[config.mk]
export PLATFORM = sky130hd
export DESIGN_NAME = pal_feedback_array
export DESIGN_NICKNAME = d
export VERILOG_FILES = /design/src/rtl/pal_fb_pkg.sv /design/src/rtl/pal_cfg_store.sv /design/src/rtl/pal_and_plane.sv /design/src/rtl/pal_or_fixed.sv /design/src/rtl/pal_feedback_array.sv
export SDC_FILE = /design/constraint.sdc
export NUM_CORES = 1
export LEC_CHECK = 0
export BUFFER_PORTS_ARGS = -buffer_cell sky130_fd_sc_hd__buf_2
export CORE_ASPECT_RATIO = 0.5
export CORE_UTILIZATION = 49
export DETAILED_ROUTE_END_ITERATION = 6
export PLACE_DENSITY = 0.72
export SYNTH_ARGS = -nofsm -noshare
export SYNTH_HDL_FRONTEND = slang
export SYNTH_SLANG_ARGS = --single-unit
[constraint.sdc]
create_clock -name clk -period 6.4 [get_ports clk]
set_input_delay 0 -clock clk [delete_from_list [all_inputs] [get_ports clk]]
set_output_delay 0 -clock clk [all_outputs]
set_load 0.05 [all_outputs]
[src/rtl/pal_fb_pkg.sv]
package pal_fb_pkg;

    parameter int unsigned N_IN  = 4;
    parameter int unsigned N_OUT = 4;
    parameter int unsigned N_GRP = 3;

    localparam int unsigned N_LIT  = N_IN + N_OUT;
    localparam int unsigned ROW_W  = 2 * N_LIT;
    localparam int unsigned N_TERM = N_OUT * N_GRP;
    localparam int unsigned IDX_W  = $clog2(N_TERM);

    typedef logic [ROW_W-1:0] row_t;
    typedef logic [N_LIT-1:0] lit_vec_t;

    // Literal 0 connected in both forms: the product can never be 1.
    localparam row_t ROW_DEAD = row_t'(3);

    typedef struct packed {
        logic             we;
        logic [IDX_W-1:0] idx;
        row_t             row;
    } cfg_wr_t;

    // A product is 1 unless a connected literal form is false.
    function automatic logic term_value(input row_t r, input lit_vec_t l);
        logic v;
        v = 1'b1;
        for (int j = 0; j < int'(N_LIT); j++) begin
            if (r[2*j] && !l[j])
                v = 1'b0;
            if (r[2*j+1] && l[j])
                v = 1'b0;
        end
        return v;
    endfunction

    function automatic logic idx_valid(input logic [IDX_W-1:0] idx);
        return {1'b0, idx} < (IDX_W+1)'(N_TERM);
    endfunction

endpackage

[src/rtl/pal_cfg_store.sv]
module pal_cfg_store
    import pal_fb_pkg::*;
(
    input  logic    clk,
    input  logic    rst,
    input  cfg_wr_t wr,
    output row_t    rows [N_TERM]
);

    for (genvar t = 0; t < int'(N_TERM); t++) begin : g_row
        logic hit;
        assign hit = wr.we && (wr.idx == IDX_W'(t));

        always_ff @(posedge clk) begin
            if (rst)
                rows[t] <= ROW_DEAD;
            else if (hit)
                rows[t] <= wr.row;
        end
    end

endmodule

[src/rtl/pal_and_plane.sv]
module pal_and_plane
    import pal_fb_pkg::*;
(
    input  lit_vec_t          lits,
    input  row_t              rows [N_TERM],
    output logic [N_TERM-1:0] terms
);

    for (genvar t = 0; t < int'(N_TERM); t++) begin : g_term
        assign terms[t] = term_value(rows[t], lits);
    end

endmodule

[src/rtl/pal_or_fixed.sv]
module pal_or_fixed
    import pal_fb_pkg::*;
(
    input  logic [N_TERM-1:0] terms,
    output logic [N_OUT-1:0]  sums
);

    for (genvar k = 0; k < int'(N_OUT); k++) begin : g_sum
        assign sums[k] = |terms[k*N_GRP +: N_GRP];
    end

endmodule

[src/rtl/pal_feedback_array.sv]
module pal_feedback_array
    import pal_fb_pkg::*;
(
    input  logic             clk,
    input  logic             rst,
    input  logic [N_IN-1:0]  in_pins,
    input  logic             cfg_we,
    input  logic [IDX_W-1:0] cfg_idx,
    input  logic [ROW_W-1:0] cfg_row,
    output logic [N_OUT-1:0] out_pins
);

    cfg_wr_t wr;
    row_t    term_rows [N_TERM];

    always_comb begin
        wr.we  = cfg_we;
        wr.idx = cfg_idx;
        wr.row = cfg_row;
    end

    pal_cfg_store u_store (
        .clk  (clk),
        .rst  (rst),
        .wr   (wr),
        .rows (term_rows)
    );

    // Feedback is unrolled into N_OUT passes so the netlist has no
    // combinational loop; an acyclic chain of depth d settles by pass d+1.
    logic [N_OUT-1:0] stage [N_OUT+1];
    assign stage[0] = '0;

    for (genvar p = 0; p < int'(N_OUT); p++) begin : g_pass
        lit_vec_t         lits;
        logic [N_TERM-1:0] terms;

        assign lits = {stage[p], in_pins};

        pal_and_plane u_and (
            .lits  (lits),
            .rows  (term_rows),
            .terms (terms)
        );

        pal_or_fixed u_or (
            .terms (terms),
            .sums  (stage[p+1])
        );
    end

    assign out_pins = stage[N_OUT];

endmodule

Yosys cells after proc, flatten, opt, wreduce, memory -nomap -nowiden
Cells that the tools add are included.
{"block": "classes", "n_mux": 432, "n_eq_ne": 11, "reduce_logical": 429}
{"cell": "2-to-1 mux 1 bit", "count": 432}
{"cell": "logical AND 1 bit", "count": 396}
{"cell": "OR reduction 3 bit", "count": 16}
{"cell": "== test 4 x 3 -> 1 bit, second input constant", "count": 4}
{"cell": "== test 4 bit, second input constant", "count": 4}
{"cell": "zero test 1 bit", "count": 16}
{"cell": "== test 4 x 2 -> 1 bit, second input constant", "count": 2}
{"cell": "== test 4 x 1 -> 1 bit, second input constant", "count": 1}
{"cell": "zero test 4 bit", "count": 1}
{"block": "word_totals", "regBits": 192, "output_inout_bits": 4, "in_bits": 27, "wordCells": 884}

Longest topological paths before layout
Gate-level depths: netlist (run 1).
{"block": "depth", "depth_word": 48, "mapped_depth": 17, "ltp_nobuf": 13}

By module
From an unflattened synthesis (run 1), not the netlist that was laid out.
{"block": "unflattened", "hier_cells": 1245, "hier_area_um2": 12542.0}
{"module": "pal_cfg_store", "cells_per_inst": 668, "seq_area_each_um2": 3843.7, "n_inst": 1, "area_each_um2": 7453.4}
{"module": "pal_and_plane", "cells_per_inst": 140, "seq_area_each_um2": 0.0, "n_inst": 4, "area_each_um2": 1246.2}
{"module": "pal_or_fixed", "cells_per_inst": 4, "seq_area_each_um2": 0.0, "n_inst": 4, "area_each_um2": 25.0}
{"module": "pal_feedback_array", "cells_per_inst": 1, "seq_area_each_um2": 0.0, "n_inst": 1, "area_each_um2": 3.8}

Worst setup path before layout (run 1)
OpenSTA, ideal clock, no wires.
{"block": "synth_path", "kind": "reg2out", "start": "register u_store.rows[120] (netlist name)", "end": "output out_pins[2]", "n_path_buf": 3, "required_time_ns": 6.400, "arrival_time_ns": 4.585, "stages_incl_launch_ff": 16, "slack_ns": 1.815, "cell_sequence": "dfxtp_1 -> or3_1 -> or3_1 -> nand3_1 -> buf_6 -> mux2_2 -> or4_1 -> clkbuf_1 -> a31oi_1 -> o221ai_1 -> or4_1 -> o211ai_1 -> buf_2 -> mux2i_1 -> nand3_1 -> o211ai_1"}
{"block": "synth_via", "elab_chain_cells": 36, "word_cells_on_any_way": 362, "cone_classes": "mux (198); reduce/logical (164)"}
{"element": "start, declared", "line_no": "pal_cfg_store.sv:7", "rtl": "output row_t rows [N_TERM]"}
{"element": "start signal, assigned by index", "line_no": "pal_cfg_store.sv:18", "rtl": "rows[t] <= wr.row;"}
{"element": "2-to-1 mux 1 bit (4 in a row)", "line_no": "pal_fb_pkg.sv:29", "rtl": "if (r[2*j] && !l[j])"}
{"element": "OR reduction 3 bit", "line_no": "pal_or_fixed.sv:9", "rtl": "assign sums[k] = |terms[k*N_GRP +: N_GRP];"}
{"element": "zero test 1 bit", "line_no": "pal_fb_pkg.sv:29"}
{"element": "logical AND 1 bit", "line_no": "pal_fb_pkg.sv:29"}
{"element": "2-to-1 mux 1 bit", "line_no": "pal_fb_pkg.sv:29"}
{"element": "2-to-1 mux 1 bit", "line_no": "pal_fb_pkg.sv:31", "rtl": "if (r[2*j+1] && l[j])"}
{"element": "2-to-1 mux 1 bit", "line_no": "pal_fb_pkg.sv:29"}
{"element": "2-to-1 mux 1 bit", "line_no": "pal_fb_pkg.sv:31"}
{"element": "(+17 left out)"}
{"element": "2-to-1 mux 1 bit", "line_no": "pal_fb_pkg.sv:31"}
{"element": "2-to-1 mux 1 bit", "line_no": "pal_fb_pkg.sv:29"}
{"element": "2-to-1 mux 1 bit", "line_no": "pal_fb_pkg.sv:31"}
{"element": "2-to-1 mux 1 bit", "line_no": "pal_fb_pkg.sv:29"}
{"element": "2-to-1 mux 1 bit", "line_no": "pal_fb_pkg.sv:31"}
{"element": "2-to-1 mux 1 bit", "line_no": "pal_fb_pkg.sv:29"}
{"element": "2-to-1 mux 1 bit", "line_no": "pal_fb_pkg.sv:31"}
{"element": "OR reduction 3 bit *", "line_no": "pal_or_fixed.sv:9"}
{"element": "end, declared", "line_no": "pal_feedback_array.sv:10", "rtl": "output logic [N_OUT-1:0] out_pins"}
Every way passes the cells marked *; elsewhere a longest branch is shown, timed or not.

Final worst setup path (run 1)
{"block": "layout_path", "start": "register u_store.rows[116] (netlist name)", "end": "output out_pins[0]"}
{"block": "layout_via", "elab_chain_cells": 41, "word_cells_on_any_way": 366, "cone_classes": "mux (202); reduce/logical (164)"}
{"element": "logical AND 1 bit *", "line_no": "pal_fb_pkg.sv:29"}
{"element": "2-to-1 mux 1 bit *", "line_no": "pal_fb_pkg.sv:29"}
{"element": "2-to-1 mux 1 bit *", "line_no": "pal_fb_pkg.sv:31"}
{"element": "2-to-1 mux 1 bit *", "line_no": "pal_fb_pkg.sv:29"}
{"element": "2-to-1 mux 1 bit *", "line_no": "pal_fb_pkg.sv:31"}
{"element": "2-to-1 mux 1 bit (4 in a row)", "line_no": "pal_fb_pkg.sv:29"}
{"element": "OR reduction 3 bit", "line_no": "pal_or_fixed.sv:9"}
{"element": "zero test 1 bit", "line_no": "pal_fb_pkg.sv:29"}
{"element": "(+22 left out)"}
{"element": "2-to-1 mux 1 bit", "line_no": "pal_fb_pkg.sv:31"}
{"element": "2-to-1 mux 1 bit", "line_no": "pal_fb_pkg.sv:29"}
{"element": "2-to-1 mux 1 bit", "line_no": "pal_fb_pkg.sv:31"}
{"element": "2-to-1 mux 1 bit", "line_no": "pal_fb_pkg.sv:29"}
{"element": "2-to-1 mux 1 bit", "line_no": "pal_fb_pkg.sv:31"}
{"element": "2-to-1 mux 1 bit", "line_no": "pal_fb_pkg.sv:29"}
{"element": "2-to-1 mux 1 bit", "line_no": "pal_fb_pkg.sv:31"}
{"element": "OR reduction 3 bit *", "line_no": "pal_or_fixed.sv:9"}
Marked as above.

==> impl_metrics.toml, run 1 <==
[critical_path]
cp.depth = 14
start_kind = "flip-flop"
cp.arrival_ns = 6.10
slowest_delay_ns = 0.76
timing.rr.end = "u_store.rows[29]$_SDFFE_PP0P_"
cp_max_fo = 11
slowest_stage = "nor4_2"
critical_path_buf_inv_count = 1
cp-startpoint = "u_store.rows[116]$_SDFFE_PP0P_"
cp-endpoint = "out_pins[0]"
cp_cell_sequence = "mux2i_1 -> nand4_1 -> or3_1 -> nand3_1 -> mux2_2 -> nor4_2 -> nor3_2 -> mux2_2 -> nor4_1 -> or3_1 -> mux2i_1 -> nand4_1 -> o211ai_1 -> buf_2"
critPathCaptureType = "output port"
r2r_cells = 2
cp_top_family = "simple AND/OR/NAND/NOR gates"
critPathRequiredTime_ns = 6.40
critical_path_class = "flip-flop to output port"
rr_startpoint = "u_store.rows[29]$_SDFFE_PP0P_"
r2r_slack_ns = 5.59

[place]
routabilityCongestion = 0.991
detailed_place.area_um2 = 10200
dpl.hpwl_mm = 22.9
io_buffer_count = 30

[power]
swShare_pct = 27.1
clock_power_share_pct = 40.8
p_switching_w = 0.000676
seq_power_share_pct = 49.2
p_comb_share_pct = 10.0
p_int_w = 0.00182
powerDensity_nw_per_um2 = 230
max-vdd-ir-drop_v = 0.000135
p_leak_nw = 3.95

[layout]
design_area_um2 = 10800
largest_reg_flops = 192
drive_gt1_share_pct = 9.63
fin_nets = 1281
layout_common_cells = "nand2_1, dfxtp_1, a21oi_1"
top_regs = "u_store.rows: 192 flops"
final_common_cell = "nand2_1"
final.fill_count = 1823
area_delta_synth_final_pct = 9.22
diodes = 0
regMostFlops = "u_store.rows"

[cts]
cts_inserted_buffers = 17
htree_levels = 4
cts_tree = "built"
clk_latency_ns = 0.44
cts.clk_slew.worst_paths_ns = 0.07
cts-resized-gates = 0
clock-root-buffer = "clkbuf_16"
clockBufferDepth = 2
cts_sinks = 192

[timing]
hold_viol = 0
slew_violations = 0
skew_ns = 0
whs_ns = 0.00905
fin_crit_sh_pct = 95.2
tightest_slew_ns = 1.36
setup_viol = 0
fin_setup_tns_ns = 0
period_needed_ns = 6.10
fmax_ghz = 0.164
rsz0062_at_grt = "no"
slew_headroom_pct = 9.30

[synth]
seq_area_frac_synth_pct = 38.7
yosys_warnings = 0
synth_cell_types = 58
syn_area_um2 = 9920
synth_edf_count = 0
syn-num-nets = 1284
synth_seq_cells = 192
syn_avg_cell_area_um2 = 7.90
yosysTopAreaCell = "dfxtp_1"
async_reset_ff_share_pct = 0
synth.top_cells.by_area = "dfxtp_1, nand2_1, mux2i_1, a21oi_1, mux2_2"
syn_inst = 1257
yosys.area.top_type_share_pct = 38.7
synth_flop_cell = "dfxtp_1"

[routing]
vias_per_cell = 6.24
wirelength_mm = 33.3
met2_length_mm = 14.1
drt-met1-wl_mm = 15.4
wl_met3_mm = 3.00
route.detailed.wl_per_inst_um = 21.7
route.detailed.drc = 0
via_count = 9562
dr.pass1.iters = 5
routed.top_layer = "met4"
drtIter0Drc = 1142
route.antenna.remaining_nets = 0

[die]
die_y_um = 103
die-area_um2 = 20900
io_pins = 31
std_cell_rows = 36
die_w_um = 203
start_util_pct = 50.5
coreArea_um2 = 19600

[hold_path]
hp-class = "input pin to flip-flop"

[flow_run]
maxCapViolCount = 0

[global_routing]
grt_usage_pct = 32.0
overflow = 0
antenna_found_initial = 0
grt_max_degree = 102
grt_pass1_wl_mm = 50.5
grt_pass1_vias = 8603

[run_status]
status = "completed"
## routing by layer
metal	global-route usage, %	vias up
met5	0	-
li1	-	4407
met3	6.48	83
met2	48.1	486
met4	11.1	0
met1	45.7	4586
## power by group through the flow
stage	registers (W)	clock network [W]	logic, W
after CTS	0.00123	0.00102	0.000244
after floorplan	0.00125	0	0.000169
after global routing	0.00123	0.00107	0.000264
final	0.00123	0.00102	0.000251
after detailed placement	0.00125	0	0.000237
after global placement	0.00125	0	0.000233
## tightest hold or removal path: cells and delay by family
kind / cells / cell delay [ns]
AO/OA/AOI/OAI: 1 / 0.05
AND/OR/NAND/NOR: 1 / 0.11
buffers and inverters: 1 / 0.24
## area by class of cell
cell class	instances	area, um2	share of cell area [%]
clock buffers	23	468	4.32
clock inverters	9	73.8	0.681
inverters	5	18.8	0.173
multi-input cells	979	5700	52.6
flip-flops and latches	192	3840	35.5
well taps	266	333	3.07
repair buffers	59	403	3.72
## cell usage after synthesis, types with 7 or more instances
library cell,n
clkbuf_1,70
nor2_1,30
nor4_1,23
o31ai_1,8
buf_6,8
nand3b_1,32
mux2i_1,123
or4_1,7
nand4_1,33
dfxtp_1,192
and4_1,7
nand2b_1,8
a21oi_1,174
a31oi_1,18
nand2_1,400
mux2_2,24
## repair_timing
action	CTS	global route
buffers inserted	0	0
endpoints found under the hold margin	145	0
hold buffers	13	0
## logic make-up after synthesis
group / after synthesis / share of synthesized area [%]
and+or+nand+nor: 594 / 28.1
buffers and inverters: 86 / 3.90
DFF: 192 / 38.7
muxes: 149 / 15.4
AOI/OAI and AO/OA: 236 / 13.8
## how the worst min path moves through the flow
stage,cells past startpoint,from,endpoint,slack [ns]
final,3,cfg_row[9],u_store.rows[57]$_SDFFE_PP0P_,0.009
after CTS,3,cfg_row[14],u_store.rows[94]$_SDFFE_PP0P_,0.002
after floorplan,2,cfg_row[0],u_store.rows[64]$_SDFFE_PP1P_,0.12
after detailed placement,3,cfg_row[3],u_store.rows[131]$_SDFFE_PP0P_,0.40
after global routing,3,cfg_row[8],u_store.rows[152]$_SDFFE_PP0P_,0.02
after global placement,3,cfg_row[3],u_store.rows[83]$_SDFFE_PP0P_,0.39
## stage by stage
stage	instances	utilization, %	setup WS (ns)	power, W
floorplan	1257	-	1.82	0.00142
global placement	1488	51.8	0.801	0.00149
detailed placement	1488	51.8	0.756	0.00149
CTS	1533	55.2	0.427	0.00249
global route	1533	55.2	0.0819	0.00256
finish	1533	55.2	0.304	0.00250
Power figures use the tool's default switching activity.
==> inputs of run 2 (changes only) <==
--- a/config.mk
+++ b/config.mk
@@ -7,9 +7,10 @@
 export LEC_CHECK = 0
 export BUFFER_PORTS_ARGS = -buffer_cell sky130_fd_sc_hd__buf_2
 export CORE_ASPECT_RATIO = 0.5
+export CORE_MARGIN = 2
 export CORE_UTILIZATION = 49
 export DETAILED_ROUTE_END_ITERATION = 6
-export PLACE_DENSITY = 0.72
+export PLACE_DENSITY = 0.63
 export SYNTH_ARGS = -nofsm -noshare
 export SYNTH_HDL_FRONTEND = slang
 export SYNTH_SLANG_ARGS = --single-unit
==> run 2 against run 1 <==
  * Largest power group unchanged
  * Die area up 3.0%
  * Non-clock buffer count is 7 higher
  * Routed wire length grew 2.8%
  * Worst hold slack better by 0.069 ns
  * Utilization up 0.48 points
==> impl_metrics.toml, run 2 (same netlist as run 1, synthesis figures left out) <==
[critical_path]
cp_cell_sequence = "mux2i_1 -> nand4_1 -> or3_1 -> nand3_1 -> mux2_2 -> nor4_2 -> nor3_2 -> buf_4 -> mux2_2 -> nor4_1 -> or3_1 -> mux2i_1 -> nand4_1 -> o211ai_1 -> buf_2"
r2r_cells = 2
timing.rr.end = "u_store.rows[122]$_SDFFE_PP0P_"
cp.arrival_ns = 6.18
critPathRequiredTime_ns = 6.40
r2r_slack_ns = 5.56
critPathCaptureType = "output port"
cp_max_fo = 11
rr_startpoint = "u_store.rows[122]$_SDFFE_PP0P_"
critical_path_class = "flip-flop to output port"
start_kind = "flip-flop"
slowest_delay_ns = 0.78
cp_top_family = "simple AND/OR/NAND/NOR gates"
slowest_stage = "nor4_2"
critical_path_buf_inv_count = 2

[routing]
via_count = 9563
vias_per_cell = 6.21
route.antenna.remaining_nets = 0
dr.pass1.iters = 6
route.detailed.drc = 0
route.detailed.wl_per_inst_um = 22.3
wirelength_mm = 34.3
drtIter0Drc = 1051

[layout]
fin_nets = 1288
final.fill_count = 1819
top_regs = "u_store.rows: 192 flops"
multi_input_area_um2 = 5700
final_core_util_pct = 55.7
final_common_cell = "nand2_1"
design_area_um2 = 10900
layout_common_cells = "nand2_1, dfxtp_1, a21oi_1"
stdcell_count = 1540
largest_reg_flops = 192
seqCellArea_um2 = 3840
regMostFlops = "u_store.rows"
diodes = 0
area_delta_synth_final_pct = 10.2
drive_gt1_share_pct = 10.2

[place]
dpl.hpwl_mm = 23.5
io_buffer_count = 30
detailed_place.area_um2 = 10200
routabilityCongestion = 1.03
dpl.cell_count = 1492

[hold_path]
min-delay-start = "rst"
min_path_cells = 2
min_to = "u_store.rows[142]$_SDFFE_PP0P_"
hp-class = "input pin to flip-flop"

[cts]
post_cts_buffers = 0
cts_sinks = 192
cts_inserted_buffers = 17
cts_tree = "built"
clk_latency_ns = 0.46
htree_levels = 4
clock-root-buffer = "clkbuf_16"
cts.clk_slew.worst_paths_ns = 0.08
clockBufferDepth = 2

[timing]
fin_setup_tns_ns = 0
slew_headroom_pct = 15.2
slew_violations = 0
skew_ns = 0
tightest_slew_ns = 1.27
fin_crit_sh_pct = 96.5
hold_viol = 0
setup_viol = 0
period_needed_ns = 6.18
fmax_ghz = 0.162
rsz0062_at_grt = "no"
whs_ns = 0.0784

[run_status]
status = "completed"

[die]
std_cell_rows = 36
io_pins = 31
die_w_um = 205
die_y_um = 105
coreArea_um2 = 19600
die-area_um2 = 21500
start_util_pct = 50.5

[power]
p_leak_nw = 4.00
max-vdd-ir-drop_v = 0.000169
powerDensity_nw_per_um2 = 233

[global_routing]
grt_pass1_wl_mm = 51.8
grt_max_degree = 124
grt_pass1_vias = 8741
overflow = 0
antenna_found_initial = 0
grt_usage_pct = 32.4

[flow_run]
maxCapViolCount = 0
-- run 2: cell types whose count changed in the layout (fill, tap and decap cells not counted) --
| cell | before | now |
|---|---|---|
| buf_4 | 17 | 21 |
| bufinv_16 | 0 | 1 |
| clkbuf_1 | 4 | 1 |
| clkbuf_8 | 2 | 1 |
| clkinv_2 | 1 | 3 |
| clkinv_4 | 3 | 2 |
| clkinvlp_4 | 1 | 2 |
| dlygate4sd3_1 | 13 | 16 |
| inv_6 | 4 | 2 |
| inv_8 | 0 | 3 |
| nor3_1 | 5 | 4 |
| nor3_2 | 3 | 4 |
-- run 2: cell type report --
type / count / area share [%]
clock inverter: 13 / 1.18
tap: 266 / 3.04
sequential: 192 / 35.2
timing repair buffer: 66 / 4.23
multi-input combinational: 979 / 52.2
clock buffer: 19 / 4.05
inverter: 5 / 0.172
-- run 2: what timing repair did --
| item | in CTS | in global routing |
|---|---|---|
| hold buffers | 16 | 0 |
| hold endpoints to repair | 192 | 0 |
| gates resized for setup | 0 | 0 |
-- run 2: metal layers --
layer | part of all wire (%) | global-route usage [%] | up-vias | wire [um]
met2 | 41 | 45.4 | 461 | 14000
li1 | - | - | 4430 | -
met5 | 0 | 0 | - | 0
met3 | 11 | 9.54 | 73 | 3620
met1 | 46 | 47.1 | 4599 | 15900
met4 | 2.3 | 10.1 | 0 | 787
-- run 2: where the power goes --
part / leakage, nW / internal, W / total [W] / switching [W]
Clock: 0.279 / 0.000555 / 0.00106 / 0.000509
Combinational: 2.17 / 0.0000866 / 0.000257 / 0.000170
Sequential: 1.55 / 0.00121 / 0.00123 / 0.0000169
Total: 4.00 / 0.00185 / 0.00255 / 0.000696
-- run 2: worst max path at each step --
stage | startpoint | to | slack [ns] | depth (start not counted)
2_1_floorplan | u_store.rows[120]$_SDFFE_PP0P_ | out_pins[2] | 1.82 | 15
3_3_place_gp | in_pins[1] | out_pins[3] | 0.81 | 16
3_5_place_dp | in_pins[2] | out_pins[3] | 0.75 | 16
4_1_cts | u_store.rows[117]$_SDFFE_PP0P_ | out_pins[3] | 0.33 | 15
5_1_grt | u_store.rows[117]$_SDFFE_PP0P_ | out_pins[3] | 0.09 | 15
6_report | u_store.rows[117]$_SDFFE_PP0P_ | out_pins[3] | 0.22 | 15
-- run 2: per-stage QoR --
step | setup slack [ns] | power [W]
floorplan | 1.82 | 0.00142
global placement | 0.807 | 0.00149
CTS | 0.326 | 0.00255
finish | 0.221 | 0.00255
detailed placement | 0.746 | 0.00150
global route | 0.0866 | 0.00262
-- run 2: worst register-to-register path, cell delays in order, from the launching register on --
cell	delay [ns]
dfxtp_1	0.48
nand2_1	0.09
a21oi_1	0.19
